===== config.mk =====
export PLATFORM = sky130hd
export DESIGN_NAME = cache_tune_ctrl
export DESIGN_NICKNAME = d
export VERILOG_FILES = /design/src/rtl/ctun_pkg.sv /design/src/rtl/ctun_lane.sv /design/src/rtl/ctun_seq.sv /design/src/rtl/cache_tune_ctrl.sv
export SDC_FILE = /design/constraint.sdc
export NUM_CORES = 1
export LEC_CHECK = 0
export BUFFER_PORTS_ARGS = -buffer_cell sky130_fd_sc_hd__buf_4
export CAP_MARGIN = 25
export CELL_PAD_IN_SITES_DETAIL_PLACEMENT = 1
export CELL_PAD_IN_SITES_GLOBAL_PLACEMENT = 1
export CORE_ASPECT_RATIO = 0.5
export CORE_MARGIN = 2
export CORE_UTILIZATION = 38
export CTS_BUF_LIST = sky130_fd_sc_hd__clkbuf_16
export CTS_CLUSTER_DIAMETER = 100
export DETAILED_ROUTE_END_ITERATION = 8
export PLACE_DENSITY = 0.82
export REMOVE_ABC_BUFFERS = 1
export SLEW_MARGIN = 20
export SYNTH_ARGS = -nofsm -noshare
export SYNTH_HDL_FRONTEND = slang
export SYNTH_SLANG_ARGS = --single-unit

===== constraint.sdc =====
create_clock -name clk -period 1.7 [get_ports clk]
set_input_delay 0.085 -clock clk [delete_from_list [all_inputs] [get_ports clk]]
set_output_delay 0.085 -clock clk [all_outputs]
set_load 0.03 [all_outputs]

===== src/rtl/ctun_pkg.sv =====
package ctun_pkg;

    // number of candidate values per tunable parameter
    localparam int unsigned CT_NVALS = 3;
    // number of tunable parameters (size, line, associativity)
    localparam int unsigned CT_NPAR  = 3;

    typedef enum logic [1:0] {
        PAR_SIZE  = 2'd0,
        PAR_LINE  = 2'd1,
        PAR_ASSOC = 2'd2,
        PAR_NONE  = 2'd3
    } par_e;

    typedef enum logic [1:0] {
        PH_IDLE = 2'd0,
        PH_REQ  = 2'd1,
        PH_WAIT = 2'd2,
        PH_DONE = 2'd3
    } phase_e;

    // per-lane command bundle driven by the sequencer
    typedef struct packed {
        logic adv;
        logic accept;
        logic revert;
    } lane_cmd_t;

    function automatic par_e par_after(par_e p);
        case (p)
            PAR_SIZE: return PAR_LINE;
            PAR_LINE: return PAR_ASSOC;
            default:  return PAR_NONE;
        endcase
    endfunction

endpackage


===== src/rtl/ctun_lane.sv =====
module ctun_lane
    import ctun_pkg::*;
#(
    parameter int unsigned NVALS = CT_NVALS,
    parameter int unsigned IW    = $clog2(NVALS)
) (
    input  logic            clk,
    input  logic            rst,
    input  logic            init,
    input  lane_cmd_t       cmd,
    output logic [IW-1:0]   trial_idx,
    output logic [IW-1:0]   best_idx,
    output logic            at_top
);

    localparam logic [IW-1:0] TOP_IDX = IW'(NVALS - 1);

    always_ff @(posedge clk) begin
        if (rst) begin
            trial_idx <= '0;
            best_idx  <= '0;
        end else if (init) begin
            trial_idx <= '0;
            best_idx  <= '0;
        end else begin
            if (cmd.accept) begin
                best_idx <= trial_idx;
            end
            if (cmd.adv) begin
                trial_idx <= trial_idx + IW'(1);
            end else if (cmd.revert) begin
                trial_idx <= best_idx;
            end
        end
    end

    assign at_top = (trial_idx == TOP_IDX);

endmodule


===== src/rtl/ctun_seq.sv =====
module ctun_seq
    import ctun_pkg::*;
#(
    parameter int unsigned NPAR = CT_NPAR
) (
    input  logic             clk,
    input  logic             rst,
    input  logic             start,
    input  logic             tune_again,
    input  logic             calc_done,
    input  logic             energy_lower,
    input  logic [NPAR-1:0]  at_top,
    output logic             init,
    output lane_cmd_t        cmd [NPAR],
    output phase_e           phase,
    output par_e             par,
    output logic             best_load
);

    phase_e phase_n;
    par_e   par_n;
    logic   first_q, first_n;
    logic   improve;

    assign improve = first_q | energy_lower;

    always_comb begin
        phase_n   = phase;
        par_n     = par;
        first_n   = first_q;
        init      = 1'b0;
        best_load = 1'b0;
        for (int k = 0; k < int'(NPAR); k++) begin
            cmd[k] = '0;
        end

        if (!start) begin
            phase_n = PH_IDLE;
        end else begin
            case (phase)
                PH_IDLE: begin
                    init    = 1'b1;
                    par_n   = PAR_SIZE;
                    first_n = 1'b1;
                    phase_n = PH_REQ;
                end
                PH_REQ: begin
                    phase_n = PH_WAIT;
                end
                PH_WAIT: begin
                    if (calc_done) begin
                        first_n = 1'b0;
                        if (improve) begin
                            best_load = 1'b1;
                        end
                        for (int k = 0; k < int'(NPAR); k++) begin
                            if (int'(par) == k) begin
                                cmd[k].accept = improve;
                                cmd[k].adv    = improve & ~at_top[k];
                                cmd[k].revert = ~improve;
                            end
                        end
                        if (improve && !at_top[int'(par)]) begin
                            phase_n = PH_REQ;
                        end else if (par == PAR_ASSOC) begin
                            phase_n = PH_DONE;
                            par_n   = PAR_NONE;
                        end else begin
                            par_n   = par_after(par);
                            phase_n = PH_REQ;
                            for (int k = 0; k < int'(NPAR); k++) begin
                                if (int'(par) + 1 == k) begin
                                    cmd[k].adv = 1'b1;
                                end
                            end
                        end
                    end
                end
                PH_DONE: begin
                    if (tune_again) begin
                        init    = 1'b1;
                        par_n   = PAR_SIZE;
                        first_n = 1'b1;
                        phase_n = PH_REQ;
                    end
                end
                default: phase_n = PH_IDLE;
            endcase
        end
    end

    always_ff @(posedge clk) begin
        if (rst) begin
            phase   <= PH_IDLE;
            par     <= PAR_NONE;
            first_q <= 1'b0;
        end else begin
            phase   <= phase_n;
            par     <= par_n;
            first_q <= first_n;
        end
    end

endmodule


===== src/rtl/cache_tune_ctrl.sv =====
module cache_tune_ctrl
    import ctun_pkg::*;
#(
    parameter int unsigned NVALS = CT_NVALS,
    localparam int unsigned IW   = $clog2(NVALS)
) (
    input  logic          clk,
    input  logic          rst,
    input  logic          start,
    input  logic          tune_again,
    input  logic          calc_done,
    input  logic          energy_lower,
    output logic [IW-1:0] cfg_size_idx,
    output logic [IW-1:0] cfg_line_idx,
    output logic [IW-1:0] cfg_assoc_idx,
    output logic          calc_start,
    output logic [1:0]    adjust_param,
    output logic          busy,
    output logic          done,
    output logic          best_load
);

    localparam int unsigned NPAR = CT_NPAR;

    logic            init;
    lane_cmd_t       cmd [NPAR];
    phase_e          phase;
    par_e            par;
    logic [NPAR-1:0] at_top;
    logic [IW-1:0]   trial_idx [NPAR];
    logic [IW-1:0]   best_idx  [NPAR];
    logic [IW-1:0]   shown_idx [NPAR];

    ctun_seq #(.NPAR(NPAR)) u_seq (
        .clk          (clk),
        .rst          (rst),
        .start        (start),
        .tune_again   (tune_again),
        .calc_done    (calc_done),
        .energy_lower (energy_lower),
        .at_top       (at_top),
        .init         (init),
        .cmd          (cmd),
        .phase        (phase),
        .par          (par),
        .best_load    (best_load)
    );

    generate
        for (genvar g = 0; g < int'(NPAR); g++) begin : g_lane
            ctun_lane #(.NVALS(NVALS), .IW(IW)) u_lane (
                .clk       (clk),
                .rst       (rst),
                .init      (init),
                .cmd       (cmd[g]),
                .trial_idx (trial_idx[g]),
                .best_idx  (best_idx[g]),
                .at_top    (at_top[g])
            );
            assign shown_idx[g] = busy ? trial_idx[g] : best_idx[g];
        end
    endgenerate

    assign busy          = (phase == PH_REQ) || (phase == PH_WAIT);
    assign done          = (phase == PH_DONE);
    assign calc_start    = (phase == PH_REQ);
    assign adjust_param  = busy ? par : PAR_NONE;
    assign cfg_size_idx  = shown_idx[0];
    assign cfg_line_idx  = shown_idx[1];
    assign cfg_assoc_idx = shown_idx[2];

endmodule


# Yosys cells after proc, flatten, opt, wreduce, memory -nomap -nowiden
# Index checks and enable logic that the tools add are counted.
# W data, S select, Z words.
word_totals:
  wordCells: 102
  ff_bits: 17
  output_inout_bits: 12
  inputBits: 6
classes:
  addsub: 4
  n_eq_ne: 15
  reduce_logical: 16
  magnitude_cmp: 1
  bitwise_logic: 9
  mux: 48
op_table:
  columns: ["op", "n"]
  rows:
  - ["$mux W2", 18]
  - ["$eq A32 B2 Y1 const B", 1]
  - ["$eq A32 B3 Y1 const B", 1]
  - ["$logic_not A32 Y1", 1]
  - ["$mux W9", 3]
  - ["$mux W1", 18]
  - ["$eq A2 B2 Y1 const B", 8]
  - ["$mux W3", 3]
  - ["$pmux W2 S4", 1]
  - ["$add A2 B1 Y2 const B", 3]
  - ["$logic_not A2 Y1", 3]
  - ["$ne A2 B2 Y1 const B", 3]
  - ["$pmux W2 S3", 1]
  - ["$reduce_bool A2 Y1", 3]
  - ["$not A1 Y1", 5]
  - ["$reduce_and A5 Y1", 1]
  - ["$eq A2 B1 Y1 const B", 2]
  - ["$pmux W2 S2", 1]
  - ["$reduce_and A4 Y1", 1]
  - ["$reduce_or A2 Y1", 2]
  - ["$add A2 B1 Y3 const B", 1]
  - ["$and A1 B1 Y1", 3]
  - ["$lt A2 B3 Y1 const B", 1]
  - ["$pmux W1 S3", 1]
  - ["8 further kinds", 8]

# Logic depth before layout (Yosys ltp)
# Gate-level depths: netlist of the first run.
depth:
  depth_word: 12
  ltp_mapped: 7
  mapped_depth_nobuf: 6

# Hierarchy
# Synthesis of the first run repeated with hierarchy kept, for this count alone.
unflattened:
  hier_cells: 125
  area_unflattened_um2: 1173.6
by_module_without_submodules:
  columns: ["module", "area_per_inst_um2", "cells_each", "n_inst", "seq_area_each_um2"]
  rows:
  - ["ctun_lane", 185.2, 17, 3, 80.1]
  - ["ctun_seq", 471.7, 61, 1, 100.1]
  - ["cache_tune_ctrl", 146.4, 13, 1, 0.0]

# Worst setup path before layout of the first run
# Ideal clock, no wire load.
synth_path:
  kind: "register to register"
  from: "register u_seq.phase[0]"
  to: "register g_lane[0].u_lane.best_idx[0]"
  arrival_ns: 1.671
  stages_incl_launch_ff: 8
  required_time_ns: 1.583
  n_path_buf: 2
  slack_ns: -0.088
  setup_time_ns: 0.117
  period_less_slack_ns: 1.788
  cell_sequence: "dfxtp_1 > inv_1 > ha_1 > buf_2 > nand2b_1 > o21bai_1 > buf_2 > nor2_1"
synth_between:
  elab_chain_cells: 4
  word_cells_on_any_way: 8
  cone_classes: "eq/ne: 2; mux: 4; reduce/logical: 2"
synth_lines:
  columns: ["element", "line_no", "text"]
  rows:
  - ["start, declared", "ctun_seq.sv:15", "output phase_e phase,"]
  - ["start signal, assigned", "ctun_seq.sv:98", "phase <= phase_n;"]
  - ["$eq A2 B2 Y1 or $logic_not A2 Y1 (tied branches)", "ctun_seq.sv:40", "case (phase)"]
  - ["$pmux W1 S2", "ctun_seq.sv:40", null]
  - ["$mux W1", "ctun_seq.sv:37", "if (!start) begin"]
  - ["$reduce_or A2 Y1 (no line)", null, null]
  - ["end signal, assigned", "ctun_lane.sv:27", "best_idx <= trial_idx;"]
  - ["end, declared", "ctun_lane.sv:12", "output logic [IW-1:0] best_idx,"]
# Parallel ways exist; a longest one is shown, timed or not.
# A chain may end at the register's enable or synchronous reset.

# Worst setup path after layout of the first run
layout_path:
  from: "register u_seq.phase[1]"
  to: "output cfg_assoc_idx[1]"
layout_between:
  elab_chain_cells: 3
  word_cells_on_any_way: 4
  cone_classes: "eq/ne: 2; mux: 1; reduce/logical: 1"
layout_lines:
  columns: ["element", "line_no", "text"]
  rows:
  - ["$eq A2 B1 Y1 or $eq A2 B2 Y1 (tied branches)", "cache_tune_ctrl.sv:64", "assign busy = (phase == PH_REQ) || (phase == PH_WAIT);"]
  - ["$logic_or A1 B1 Y1 *", "cache_tune_ctrl.sv:64", null]
  - ["$mux W2 *", "cache_tune_ctrl.sv:60", "assign shown_idx[g] = busy ? trial_idx[g] : best_idx[g];"]
  - ["end, declared", "cache_tune_ctrl.sv:15", "output logic [IW-1:0] cfg_assoc_idx,"]
# Mark *: on every way between the ends. The rest lies on a longest branch, timed or not.

==> impl_metrics.prom, run 1 <==
# TYPE chip_impl_metric gauge
chip_impl_metric{name="ant_nets",unit=""} 0
chip_impl_metric{name="grt_max_degree",unit=""} 13
chip_impl_metric{name="drt_pass1_iterations",unit=""} 4
chip_impl_metric{name="die-height",unit="um"} 43.0
chip_impl_info{name="endpoint_kind",value="primary output"} 1
chip_impl_metric{name="pre_cts_slack",unit="ns"} 0.0334
chip_impl_metric{name="timing.reg2reg.worst_path_depth",unit=""} 5
chip_impl_metric{name="gp_congestion",unit=""} 0.777
chip_impl_metric{name="fin_util",unit=""} 0.523
chip_impl_metric{name="total_buffers_and_inverters_traversed_by_the_critical_path",unit=""} 3
chip_impl_metric{name="nets",unit=""} 171
chip_impl_metric{name="hold-worst-slack",unit="ns"} 0.0298
chip_impl_metric{name="yosysWarningCount",unit=""} 0
chip_impl_metric{name="syn_inst",unit=""} 129
chip_impl_info{name="synth-main-ff-cell",value="sky130_fd_sc_hd__dfxtp_1"} 1
chip_impl_metric{name="timing.max_cap.violations",unit=""} 0
chip_impl_info{name="critical_path.slowest_cell",value="sky130_fd_sc_hd__dfxtp_2"} 1
chip_impl_metric{name="port-buffer-count",unit=""} 17
chip_impl_metric{name="setup_violations",unit=""} 0
chip_impl_metric{name="cts.sink_count",unit=""} 17
chip_impl_info{name="tritoncts_clock_tree",value="yes"} 1
chip_impl_metric{name="power.density",unit="nW/um^2"} 708
chip_impl_metric{name="reg2reg_setup_slack",unit="ns"} 0.05
chip_impl_metric{name="finalWirelength",unit="um"} 3610
chip_impl_metric{name="grt_pass1_wl",unit="um"} 5330
chip_impl_metric{name="report.power.total",unit="mW"} 1.09
chip_impl_metric{name="synth_cell_type_count",unit=""} 38
chip_impl_metric{name="clkSlewWorstSetupHoldPaths",unit="ns"} 0.06
chip_impl_metric{name="detailed_placer_s_ending_hpwl",unit="um"} 2300
chip_impl_metric{name="period_minus_slack",unit="ns"} 1.67
chip_impl_metric{name="drive_gt1_frac",unit=""} 0.397
chip_impl_metric{name="number_of_cells_in_the_finished_layout_apart_from_fillers",unit=""} 196
chip_impl_metric{name="max-clock-path-buffers",unit=""} 2
chip_impl_metric{name="tritoncts.num_buffers",unit=""} 3
chip_impl_info{name="critical_path.startpoint_type",value="register"} 1
chip_impl_metric{name="global_route.usage.total",unit=""} 0.200
chip_impl_metric{name="synth-seq-area-share",unit=""} 0.295
chip_impl_metric{name="slew-limit-headroom",unit=""} 0.654
chip_impl_metric{name="final_hold_vios",unit=""} 0
chip_impl_info{name="yosys-top-cells-count",value="17 x sky130_fd_sc_hd__dfxtp_1, 12 x sky130_fd_sc_hd__nor2_1, 8 x sky130_fd_sc_hd__ha_1, 8 x sky130_fd_sc_hd__mux2i_1, 8 x sky130_fd_sc_hd__nand2_1"} 1
chip_impl_metric{name="tightestPinTransition",unit="ns"} 0.517
chip_impl_metric{name="antenna_found_initial",unit=""} 0
chip_impl_info{name="min-delay-path-class",value="input port to register"} 1
chip_impl_info{name="critPathKind",value="register to primary output"} 1
chip_impl_metric{name="synthesis.area",unit="um^2"} 1150
chip_impl_metric{name="io_pins",unit=""} 18
chip_impl_metric{name="met3_length",unit="um"} 111
chip_impl_metric{name="synth-edff-count",unit=""} 0
chip_impl_info{name="yosysTopAreaCell",value="sky130_fd_sc_hd__dfxtp_1"} 1
chip_impl_metric{name="static-leakage-power",unit="nW"} 0.619
chip_impl_metric{name="hold_depth",unit=""} 2
chip_impl_info{name="clockRootBuffer",value="sky130_fd_sc_hd__clkbuf_16"} 1
chip_impl_info{name="synth_area_leaders",value="sky130_fd_sc_hd__dfxtp_1 29%, sky130_fd_sc_hd__ha_1 8.7%, sky130_fd_sc_hd__mux2i_1 6.9%, sky130_fd_sc_hd__mux2_2 5.9%, sky130_fd_sc_hd__nor2_1 3.9%"} 1
chip_impl_metric{name="postPlaceCellArea",unit="um^2"} 1370
chip_impl_info{name="hold_end",value="u_seq.first_q"} 1
chip_impl_metric{name="fin_skew",unit="ns"} 0.00242
chip_impl_metric{name="timing_max_transition_violations_final",unit=""} 0
chip_impl_metric{name="avgSynthCellArea",unit="um^2"} 8.95
chip_impl_info{name="crit_family",value="buffers and inverters"} 1
chip_impl_metric{name="layout_setup_ws",unit="ns"} 0.0318
chip_impl_metric{name="stdcell_area",unit="um^2"} 1540
chip_impl_metric{name="wire_per_inst",unit="um"} 18.4
chip_impl_info{name="worstPathCellList",value="inv_2 > ha_4 > buf_6 > mux2_2 > buf_4"} 1
chip_impl_metric{name="area_added_between_synthesis_and_finish",unit="%"} 33.2
chip_impl_metric{name="initial_utilization",unit=""} 0.392
chip_impl_metric{name="crit_path_max_fanout",unit=""} 6
chip_impl_metric{name="first_iter_violations",unit=""} 94
chip_impl_metric{name="wl_met2",unit="um"} 1730
chip_impl_metric{name="number_of_global_route_vias_before_repair",unit=""} 1044
chip_impl_info{name="grt_setup_unrepaired",value="true"} 1
chip_impl_info{name="run_status",value="finished, final reports clean"} 1
chip_impl_metric{name="clock_tree.htree_level_count",unit=""} 1
chip_impl_metric{name="clock_insertion_delay_worst_skew",unit="ns"} 0.26
chip_impl_metric{name="synth_top_area_share",unit=""} 0.295
chip_impl_info{name="post-synth-top-count-cell",value="sky130_fd_sc_hd__dfxtp_1"} 1
chip_impl_info{name="reg2reg_from",value="g_lane[0].u_lane.trial_idx[0]"} 1
chip_impl_metric{name="congestion_overflow_gr",unit=""} 0
chip_impl_metric{name="fin_crit_share",unit=""} 0.981
chip_impl_metric{name="core.rowCount",unit=""} 14
chip_impl_metric{name="synth_seq_cells",unit=""} 17
chip_impl_metric{name="die_w",unit="um"} 82.0
chip_impl_metric{name="setup_total_negative_slack",unit="ns"} 0
chip_impl_metric{name="via_count",unit=""} 1071
chip_impl_metric{name="antenna_cells_inserted",unit=""} 0
chip_impl_metric{name="drt-vias-per-instance",unit=""} 5.46
chip_impl_metric{name="clock.fmax",unit="MHz"} 599
chip_impl_metric{name="cp_data_arrival_time",unit="ns"} 1.58
chip_impl_info{name="r2r-end",value="g_lane[1].u_lane.trial_idx[0]"} 1
chip_impl_metric{name="dieArea",unit="um^2"} 3520
chip_impl_metric{name="route.detailed.drc",unit=""} 0
chip_impl_info{name="source_of_the_critical_timing_path",value="u_seq.phase[1]"} 1
chip_impl_metric{name="irDropWorstVdd",unit="uV"} 313
chip_impl_metric{name="post-place-cells",unit=""} 190
chip_impl_metric{name="timing.critical_path.required",unit="ns"} 1.62
chip_impl_metric{name="core",unit="um^2"} 2940
chip_impl_metric{name="total_routed_wire_length_on_the_met1_layer",unit="um"} 1690
chip_impl_metric{name="async_flop_share",unit=""} 0
chip_impl_info{name="top_layer",value="met4"} 1
chip_impl_info{name="worstHoldStart",value="rst"} 1
chip_impl_metric{name="critPathMaxStageDelay",unit="ns"} 0.36
## registers in the layout, indices dropped and copies added (netlist names)
| name | flops |
|---|---|
| u_seq.phase | 2 |
| u_seq.first_q | 1 |
| g_lane.u_lane.trial_idx | 6 |
| g_lane.u_lane.best_idx | 6 |
| u_seq.par | 2 |
## metal layers
| metal | vias up | GRT usage |
|---|---|---|
| met3 | 6 | 0.0468 |
| met2 | 21 | 0.309 |
| met1 | 524 | 0.284 |
| met4 | 0 | 0.0400 |
| met5 | - | 0 |
| li1 | 520 | - |
## worst reg2reg max path, delay by kind of cell (launching register included)
kind                     cells  cell delay, ns
adder cells (fa/ha/maj)      1            0.23
buffers and inverters        1            0.05
flip-flops                   1            0.36
AO/OA/AOI/OAI                3            0.93
## cell usage in the layout, fill, tap and decap left out, drive strengths merged, types with 2 or more instances in the layout
cell,instances
buf,29
dfxtp,17
nor2,12
mux2i,8
nand2,8
ha,8
mux2,6
a21oi,6
inv,6
o21bai,5
nand3,5
nand2b,4
nor2b,4
nor3,4
a31oi,3
o21ai,3
clkbuf,3
and3,3
nand4,2
a31o,2
a211oi,2
and2,2
## cells by family after synthesis
kind of cell / after synthesis / synth area share
AO/OA/AOI/OAI: 30 / 0.194
adder cells (fa/ha/maj): 8 / 0.0867
buffers and inverters: 12 / 0.0563
flip-flops: 17 / 0.295
multiplexers: 14 / 0.128
AND/OR/NAND/NOR: 48 / 0.241
## area by class of cell
cell class | instances | area, um^2
fill | 334 | 1410
multi-input combinational | 100 | 801
sequential | 17 | 344
timing repair buffer | 29 | 240
clock buffer | 3 | 75.1
tap | 40 | 50.0
inverter | 6 | 22.5
clock inverter | 1 | 5.00
## report_power, final
part	leakage, nW	total [mW]	switching [mW]	internal [mW]
clock	0.0409	0.500	0.184	0.316
sequential	0.139	0.420	0.0137	0.406
combinational	0.439	0.169	0.0970	0.0716
total	0.619	1.09	0.294	0.794
## worst max-delay path by stage
stage,endpoint,slack [ns],depth (start not counted)
final,cfg_assoc_idx[1],0.03,5
after global routing,g_lane[2].u_lane.trial_idx[1],-0.02,6
after global placement,u_seq.par[0],0.13,6
after detailed placement,u_seq.par[0],0.03,6
after floorplan,g_lane[1].u_lane.trial_idx[1],-0.30,6
after CTS,g_lane[1].u_lane.trial_idx[0],0.008,5
## what timing repair did
action / 4_1_cts / 5_1_grt
hold buffers: 0 / 0
pin swaps: 0 / 2
buffers inserted: 0 / 2
endpoints found under the setup margin: 7 / 12
resized for setup: 6 / 16
Note: power is estimated with default switching activity, not from simulation.
==> run 2, diff against run 1 <==
Settings changed: PLACE_DENSITY 0.82 to not set, PLACE_DENSITY_LB_ADDON set to 0.12.
==> impl_metrics.prom, run 2 (synthesized netlist as in run 1, its figures left out) <==
# TYPE chip_impl_metric gauge
chip_impl_info{name="hold_end",value="u_seq.first_q"} 1
chip_impl_info{name="layout_commonest_cell",value="sky130_fd_sc_hd__buf_4"} 1
chip_impl_metric{name="port-buffer-count",unit=""} 17
chip_impl_metric{name="drive_gt1_frac",unit=""} 0.361
chip_impl_info{name="grt_setup_unrepaired",value="true"} 1
chip_impl_metric{name="tritoncts.num_buffers",unit=""} 3
chip_impl_metric{name="power.sequential.fraction",unit=""} 0.397
chip_impl_metric{name="core.rowCount",unit=""} 14
chip_impl_metric{name="die_w",unit="um"} 82.0
chip_impl_metric{name="core",unit="um^2"} 2940
chip_impl_metric{name="timing_max_transition_violations_final",unit=""} 0
chip_impl_metric{name="fin_crit_share",unit=""} 0.967
chip_impl_metric{name="clock_tree.htree_level_count",unit=""} 1
chip_impl_metric{name="hold_depth",unit=""} 2
chip_impl_metric{name="area_added_between_synthesis_and_finish",unit="%"} 34.3
chip_impl_metric{name="drt_pass1_iterations",unit=""} 4
chip_impl_metric{name="dieArea",unit="um^2"} 3520
chip_impl_metric{name="fin_util",unit=""} 0.527
chip_impl_info{name="tritoncts_clock_tree",value="yes"} 1
chip_impl_info{name="crit_family",value="simple AND/OR/NAND/NOR gates"} 1
chip_impl_metric{name="setup_violations",unit=""} 0
chip_impl_metric{name="critPathMaxStageDelay",unit="ns"} 0.32
chip_impl_metric{name="wire_per_inst",unit="um"} 15.7
chip_impl_metric{name="antenna_cells_inserted",unit=""} 0
chip_impl_metric{name="clock_power_share",unit=""} 0.450
chip_impl_info{name="final_cell_mix",value="23 x sky130_fd_sc_hd__buf_4, 16 x sky130_fd_sc_hd__dfxtp_1, 12 x sky130_fd_sc_hd__nor2_1"} 1
chip_impl_metric{name="first_iter_violations",unit=""} 39
chip_impl_metric{name="clkSlewWorstSetupHoldPaths",unit="ns"} 0.05
chip_impl_metric{name="cts-hold-fix-buffers",unit=""} 0
chip_impl_metric{name="max-clock-path-buffers",unit=""} 2
chip_impl_metric{name="congestion_overflow_gr",unit=""} 0
chip_impl_metric{name="tightestPinTransition",unit="ns"} 0.437
chip_impl_metric{name="post-place-cells",unit=""} 191
chip_impl_metric{name="via_count",unit=""} 1050
chip_impl_metric{name="combPwrFrac",unit=""} 0.153
chip_impl_metric{name="drt-vias-per-instance",unit=""} 5.30
chip_impl_metric{name="nets",unit=""} 173
chip_impl_metric{name="final_hold_vios",unit=""} 0
chip_impl_metric{name="slew-limit-headroom",unit=""} 0.708
chip_impl_metric{name="timing.max_cap.violations",unit=""} 0
chip_impl_info{name="endpoint_kind",value="register"} 1
chip_impl_metric{name="clock_insertion_delay_worst_skew",unit="ns"} 0.25
chip_impl_info{name="registers_with_the_highest_flip_flop_counts",value="g_lane.u_lane.best_idx (6), g_lane.u_lane.trial_idx (6)"} 1
chip_impl_info{name="reg2reg_from",value="u_seq.phase[0]"} 1
chip_impl_info{name="r2r-end",value="u_seq.par[0]"} 1
chip_impl_info{name="worstHoldStart",value="rst"} 1
chip_impl_metric{name="reg2reg_setup_slack",unit="ns"} 0.06
chip_impl_metric{name="initial_utilization",unit=""} 0.392
chip_impl_metric{name="ant_nets",unit=""} 0
chip_impl_metric{name="irDropWorstVdd",unit="uV"} 388
chip_impl_metric{name="sw_ratio",unit=""} 0.250
chip_impl_info{name="run_status",value="finished, final reports clean"} 1
chip_impl_metric{name="p_int",unit="uW"} 791
chip_impl_metric{name="grt_max_degree",unit=""} 12
chip_impl_metric{name="setup_total_negative_slack",unit="ns"} 0
chip_impl_metric{name="gp_congestion",unit=""} 0.780
chip_impl_metric{name="finalWirelength",unit="um"} 3100
chip_impl_metric{name="number_of_global_route_vias_before_repair",unit=""} 1033
chip_impl_metric{name="period_minus_slack",unit="ns"} 1.64
chip_impl_metric{name="pre_cts_slack",unit="ns"} 0.0804
chip_impl_info{name="worstPathCellList",value="inv_1 > ha_1 > nor2b_2 > nor4b_4 > buf_4 > a21oi_1 > o21bai_1"} 1
chip_impl_metric{name="crit_path_max_fanout",unit=""} 4
chip_impl_metric{name="switching_power",unit="uW"} 263
chip_impl_metric{name="cp_data_arrival_time",unit="ns"} 1.81
chip_impl_info{name="critical_path.slowest_cell",value="sky130_fd_sc_hd__dfxtp_1"} 1
chip_impl_metric{name="die-height",unit="um"} 43.0
chip_impl_info{name="critPathKind",value="register to register"} 1
chip_impl_metric{name="fin_skew",unit="ns"} 0.00218
chip_impl_info{name="critical_path.startpoint_type",value="register"} 1
chip_impl_metric{name="static-leakage-power",unit="nW"} 0.624
chip_impl_metric{name="grt_pass1_wl",unit="um"} 5240
chip_impl_metric{name="timing.critical_path.required",unit="ns"} 1.86
chip_impl_metric{name="layout_setup_ws",unit="ns"} 0.0555
chip_impl_metric{name="cts.sink_count",unit=""} 17
chip_impl_info{name="min-delay-path-class",value="input port to register"} 1
chip_impl_metric{name="route.detailed.drc",unit=""} 0
chip_impl_metric{name="detailed_placer_s_ending_hpwl",unit="um"} 2260
chip_impl_metric{name="number_of_cells_in_the_finished_layout_apart_from_fillers",unit=""} 198
chip_impl_metric{name="antenna_found_initial",unit=""} 0
chip_impl_info{name="clockRootBuffer",value="sky130_fd_sc_hd__clkbuf_16"} 1
chip_impl_metric{name="io_pins",unit=""} 18
chip_impl_metric{name="clock.fmax",unit="MHz"} 608
chip_impl_metric{name="total_buffers_and_inverters_traversed_by_the_critical_path",unit=""} 2
chip_impl_metric{name="global_route.usage.total",unit=""} 0.197
chip_impl_metric{name="timing.reg2reg.worst_path_depth",unit=""} 7
chip_impl_metric{name="power.density",unit="nW/um^2"} 679
chip_impl_metric{name="hold-worst-slack",unit="ns"} 0.0407
[run 2: cell types whose count changed in the layout (fill, tap and decap cells not counted), sizes merged]
cell / before / now
inv: 6 / 7
clkinv: 1 / 0
buf: 29 / 31
[run 2: routing by layer]
metal / vias to the layer above / GRT usage / wire, um
met5: - / 0 / 0
met2: 24 / 0.294 / 1400
met4: 0 / 0.0300 / 7
met3: 2 / 0.0511 / 114
li1: 526 / - / -
met1: 498 / 0.288 / 1580
[run 2: layout make-up]
type / instances / area [um^2]
Tap cell: 40 / 50.0
Timing Repair Buffer: 31 / 263
Multi-Input combinational cell: 100 / 793
Clock buffer: 3 / 75.1
Fill cell: 347 / 1390
Clock inverter: 1 / 3.75
Inverter: 6 / 22.5
Sequential cell: 17 / 344
[run 2: worst reg2reg max path, cell delays in order, from the launching register on]
cell and delay [ns]:
sky130_fd_sc_hd__dfxtp_1 0.32, sky130_fd_sc_hd__inv_1 0.08, sky130_fd_sc_hd__ha_1 0.27, sky130_fd_sc_hd__nor2b_2 0.21
sky130_fd_sc_hd__nor4b_4 0.29, sky130_fd_sc_hd__buf_4 0.17, sky130_fd_sc_hd__a21oi_1 0.05, sky130_fd_sc_hd__o21bai_1 0.17
[run 2: worst max path at each step]
stage                              start  slack (ns)                       endpoint  depth (start not counted)
final                     u_seq.phase[0]        0.06                   u_seq.par[0]                          7
after CTS                 u_seq.phase[1]       0.002                cfg_line_idx[0]                          5
after global routing      u_seq.phase[0]       -0.06                  u_seq.first_q                          7
after detailed placement  u_seq.phase[0]        0.08                   u_seq.par[0]                          6
after floorplan           u_seq.phase[0]       -0.30  g_lane[1].u_lane.trial_idx[1]                          6
after global placement    u_seq.phase[0]        0.12                   u_seq.par[0]                          6
[run 2: power groups by stage]
stage               Sequential, mW  Clock (mW)  Combinational, mW
floorplan                    0.426           0             0.0809
global placement             0.428           0              0.140
detailed placement           0.428           0              0.140
CTS                          0.419       0.496              0.143
global route                 0.419       0.514              0.175
finish                       0.418       0.474              0.162
[run 2: what timing repair did]
action,4_1_cts,5_1_grt
cloned,0,0
pin swaps,0,3
buffers inserted,0,3
gates resized for setup,3,17
endpoints found under the setup margin,6,14
[run 2: metrics by stage]
step                area, um^2  power (mW)
finish                    1550        1.05
global route              1550        1.11
CTS                       1470        1.06
detailed placement        1370       0.567
global placement          1370       0.567
floorplan                 1110       0.507
==> run 3, diff against run 2 <==
Settings changed: CORE_UTILIZATION 38 to 25.
==> impl_metrics.prom, run 3 (synthesized netlist as in run 1, its figures left out) <==
# TYPE chip_impl_metric gauge
chip_impl_metric{name="cts.sink_count",unit=""} 17
chip_impl_info{name="critPathKind",value="register to primary output"} 1
chip_impl_metric{name="timing.max_cap.violations",unit=""} 0
chip_impl_metric{name="io_pins",unit=""} 18
chip_impl_metric{name="power.density",unit="nW/um^2"} 671
chip_impl_metric{name="static-leakage-power",unit="nW"} 0.628
chip_impl_metric{name="hold_depth",unit=""} 2
chip_impl_metric{name="fin_util",unit=""} 0.357
chip_impl_metric{name="die_w",unit="um"} 100
chip_impl_info{name="final_cell_mix",value="25 x sky130_fd_sc_hd__buf_4, 16 x sky130_fd_sc_hd__dfxtp_1, 12 x sky130_fd_sc_hd__nor2_1"} 1
chip_impl_info{name="grt_setup_unrepaired",value="true"} 1
chip_impl_metric{name="antenna_cells_inserted",unit=""} 0
chip_impl_metric{name="grt_pass1_wl",unit="um"} 4930
chip_impl_metric{name="ff_latch_area",unit="um^2"} 344
chip_impl_metric{name="total_buffers_and_inverters_traversed_by_the_critical_path",unit=""} 3
chip_impl_metric{name="congestion_overflow_gr",unit=""} 0
chip_impl_metric{name="dieArea",unit="um^2"} 5210
chip_impl_metric{name="final.fill_count",unit=""} 532
chip_impl_metric{name="clock.fmax",unit="MHz"} 600
chip_impl_metric{name="final_hold_vios",unit=""} 0
chip_impl_metric{name="critPathMaxStageDelay",unit="ns"} 0.37
chip_impl_metric{name="grt_max_degree",unit=""} 13
chip_impl_metric{name="number_of_global_route_vias_before_repair",unit=""} 1026
chip_impl_metric{name="finalWirelength",unit="um"} 3040
chip_impl_metric{name="clock_insertion_delay_worst_skew",unit="ns"} 0.25
chip_impl_metric{name="gp_congestion",unit=""} 0.747
chip_impl_metric{name="ant_nets",unit=""} 0
chip_impl_metric{name="timing.critical_path.required",unit="ns"} 1.62
chip_impl_metric{name="core",unit="um^2"} 4420
chip_impl_info{name="clockRootBuffer",value="sky130_fd_sc_hd__clkbuf_16"} 1
chip_impl_metric{name="port-buffer-count",unit=""} 17
chip_impl_metric{name="layout_setup_ws",unit="ns"} 0.0335
chip_impl_metric{name="drive_gt1_frac",unit=""} 0.377
chip_impl_info{name="critical_path.startpoint_type",value="register"} 1
chip_impl_metric{name="crit_cells",unit=""} 5
chip_impl_info{name="tritoncts_clock_tree",value="yes"} 1
chip_impl_metric{name="crit_path_max_fanout",unit=""} 6
chip_impl_metric{name="global_route.usage.total",unit=""} 0.124
chip_impl_metric{name="max-clock-path-buffers",unit=""} 2
chip_impl_info{name="layout_commonest_cell",value="sky130_fd_sc_hd__buf_4"} 1
chip_impl_metric{name="pre_cts_slack",unit="ns"} 0.0466
chip_impl_metric{name="clock_tree.htree_level_count",unit=""} 1
chip_impl_metric{name="tightestPinTransition",unit="ns"} 0.387
chip_impl_metric{name="slew-limit-headroom",unit=""} 0.742
chip_impl_metric{name="fin_skew",unit="ns"} 0.00156
chip_impl_metric{name="route.detailed.drc",unit=""} 0
chip_impl_metric{name="area_added_between_synthesis_and_finish",unit="%"} 36.7
chip_impl_metric{name="multiInputGateArea",unit="um^2"} 796
chip_impl_metric{name="timing_max_transition_violations_final",unit=""} 0
chip_impl_info{name="critical_path.slowest_cell",value="sky130_fd_sc_hd__dfxtp_4"} 1
chip_impl_metric{name="tritoncts.num_buffers",unit=""} 3
chip_impl_metric{name="setup_violations",unit=""} 0
chip_impl_metric{name="initial_utilization",unit=""} 0.261
chip_impl_info{name="endpoint_kind",value="primary output"} 1
chip_impl_metric{name="wire_per_inst",unit="um"} 14.1
chip_impl_info{name="worstPathCellList",value="inv_2 > ha_4 > buf_6 > mux2_2 > buf_6"} 1
chip_impl_info{name="cpMostUsedCell",value="sky130_fd_sc_hd__buf_6"} 1
chip_impl_metric{name="timing.reg2reg.worst_path_depth",unit=""} 6
chip_impl_metric{name="first_iter_violations",unit=""} 19
chip_impl_metric{name="clkSlewWorstSetupHoldPaths",unit="ns"} 0.05
chip_impl_info{name="registers_with_the_highest_flip_flop_counts",value="g_lane.u_lane.best_idx (6), g_lane.u_lane.trial_idx (6)"} 1
chip_impl_metric{name="core.rowCount",unit=""} 17
chip_impl_info{name="crit_family",value="flip-flops"} 1
chip_impl_metric{name="cts-hold-fix-buffers",unit=""} 0
chip_impl_metric{name="via_count",unit=""} 1031
chip_impl_metric{name="nets",unit=""} 174
chip_impl_metric{name="antenna_found_initial",unit=""} 0
chip_impl_metric{name="irDropWorstVdd",unit="uV"} 280
chip_impl_metric{name="detailed_placer_s_ending_hpwl",unit="um"} 2310
chip_impl_metric{name="drt-vias-per-instance",unit=""} 4.77
chip_impl_info{name="run_status",value="finished, final reports clean"} 1
chip_impl_metric{name="die-height",unit="um"} 52.1
chip_impl_info{name="min-delay-path-class",value="input port to register"} 1
chip_impl_metric{name="drt_pass1_iterations",unit=""} 3
chip_impl_metric{name="period_minus_slack",unit="ns"} 1.67
chip_impl_metric{name="fin_crit_share",unit=""} 0.980
chip_impl_metric{name="cp_data_arrival_time",unit="ns"} 1.58
[run 3: path summary, 6_finish.rpt]
kind | startpoint | end | slack [ns]
setup / recovery | u_seq.phase[1] | cfg_assoc_idx[1] | 0.03
hold / removal | rst | u_seq.first_q | 0.02
setup reg to reg | u_seq.phase[0] | u_seq.par[0] | 0.12
hold reg to reg | g_lane[1].u_lane.best_idx[0] | g_lane[1].u_lane.trial_idx[0] | 0.49
[run 3: final cells by class]
cell class | count | share of cell area
clock buffer | 3 | 0.0475
sequential | 17 | 0.218
tap | 57 | 0.0452
multi-input combinational | 100 | 0.504
inverter | 6 | 0.0143
clock inverter | 1 | 0.00238
timing repair buffer | 32 | 0.169
[run 3: worst reg2reg max path: stages (launching register included)]
cell and delay [ns]:
sky130_fd_sc_hd__dfxtp_1 0.32, sky130_fd_sc_hd__buf_4 0.15, sky130_fd_sc_hd__ha_2 0.20, sky130_fd_sc_hd__nor2b_4 0.14
sky130_fd_sc_hd__nor4b_4 0.38, sky130_fd_sc_hd__a21boi_2 0.22, sky130_fd_sc_hd__o21bai_1 0.06
[run 3: where the power goes]
group          total, mW  switching (mW)  internal (mW)
clock network      0.484           0.171          0.313
registers          0.414         0.00897          0.405
logic              0.162          0.0891         0.0731
[run 3: timing repair]
| action | in CTS | in global routing |
|---|---|---|
| gates resized for setup | 5 | 17 |
| setup buffers | 0 | 1 |
| setup endpoints to repair | 6 | 17 |
| pin swaps | 0 | 2 |
[run 3: metrics by stage]
stage	TNS [ns]	std cells	hold WS [ns]	total power, mW	cell area [um^2]
floorplan	-2.44	123	0.158	0.507	1110
global placement	0	211	0.287	0.579	1420
detailed placement	0	211	0.288	0.576	1420
CTS	0	215	0.0211	1.08	1510
global route	-0.0326	216	0.0218	1.12	1580
finish	0	216	0.0230	1.06	1580
[run 3: metal layers]
metal  wire, um  up-vias  GRT usage
met3         77        2     0.0403
met4          8        0     0.0205
met1       1610      497      0.162
met2       1340        8      0.205
li1           -      524          -
met5          0        -          0
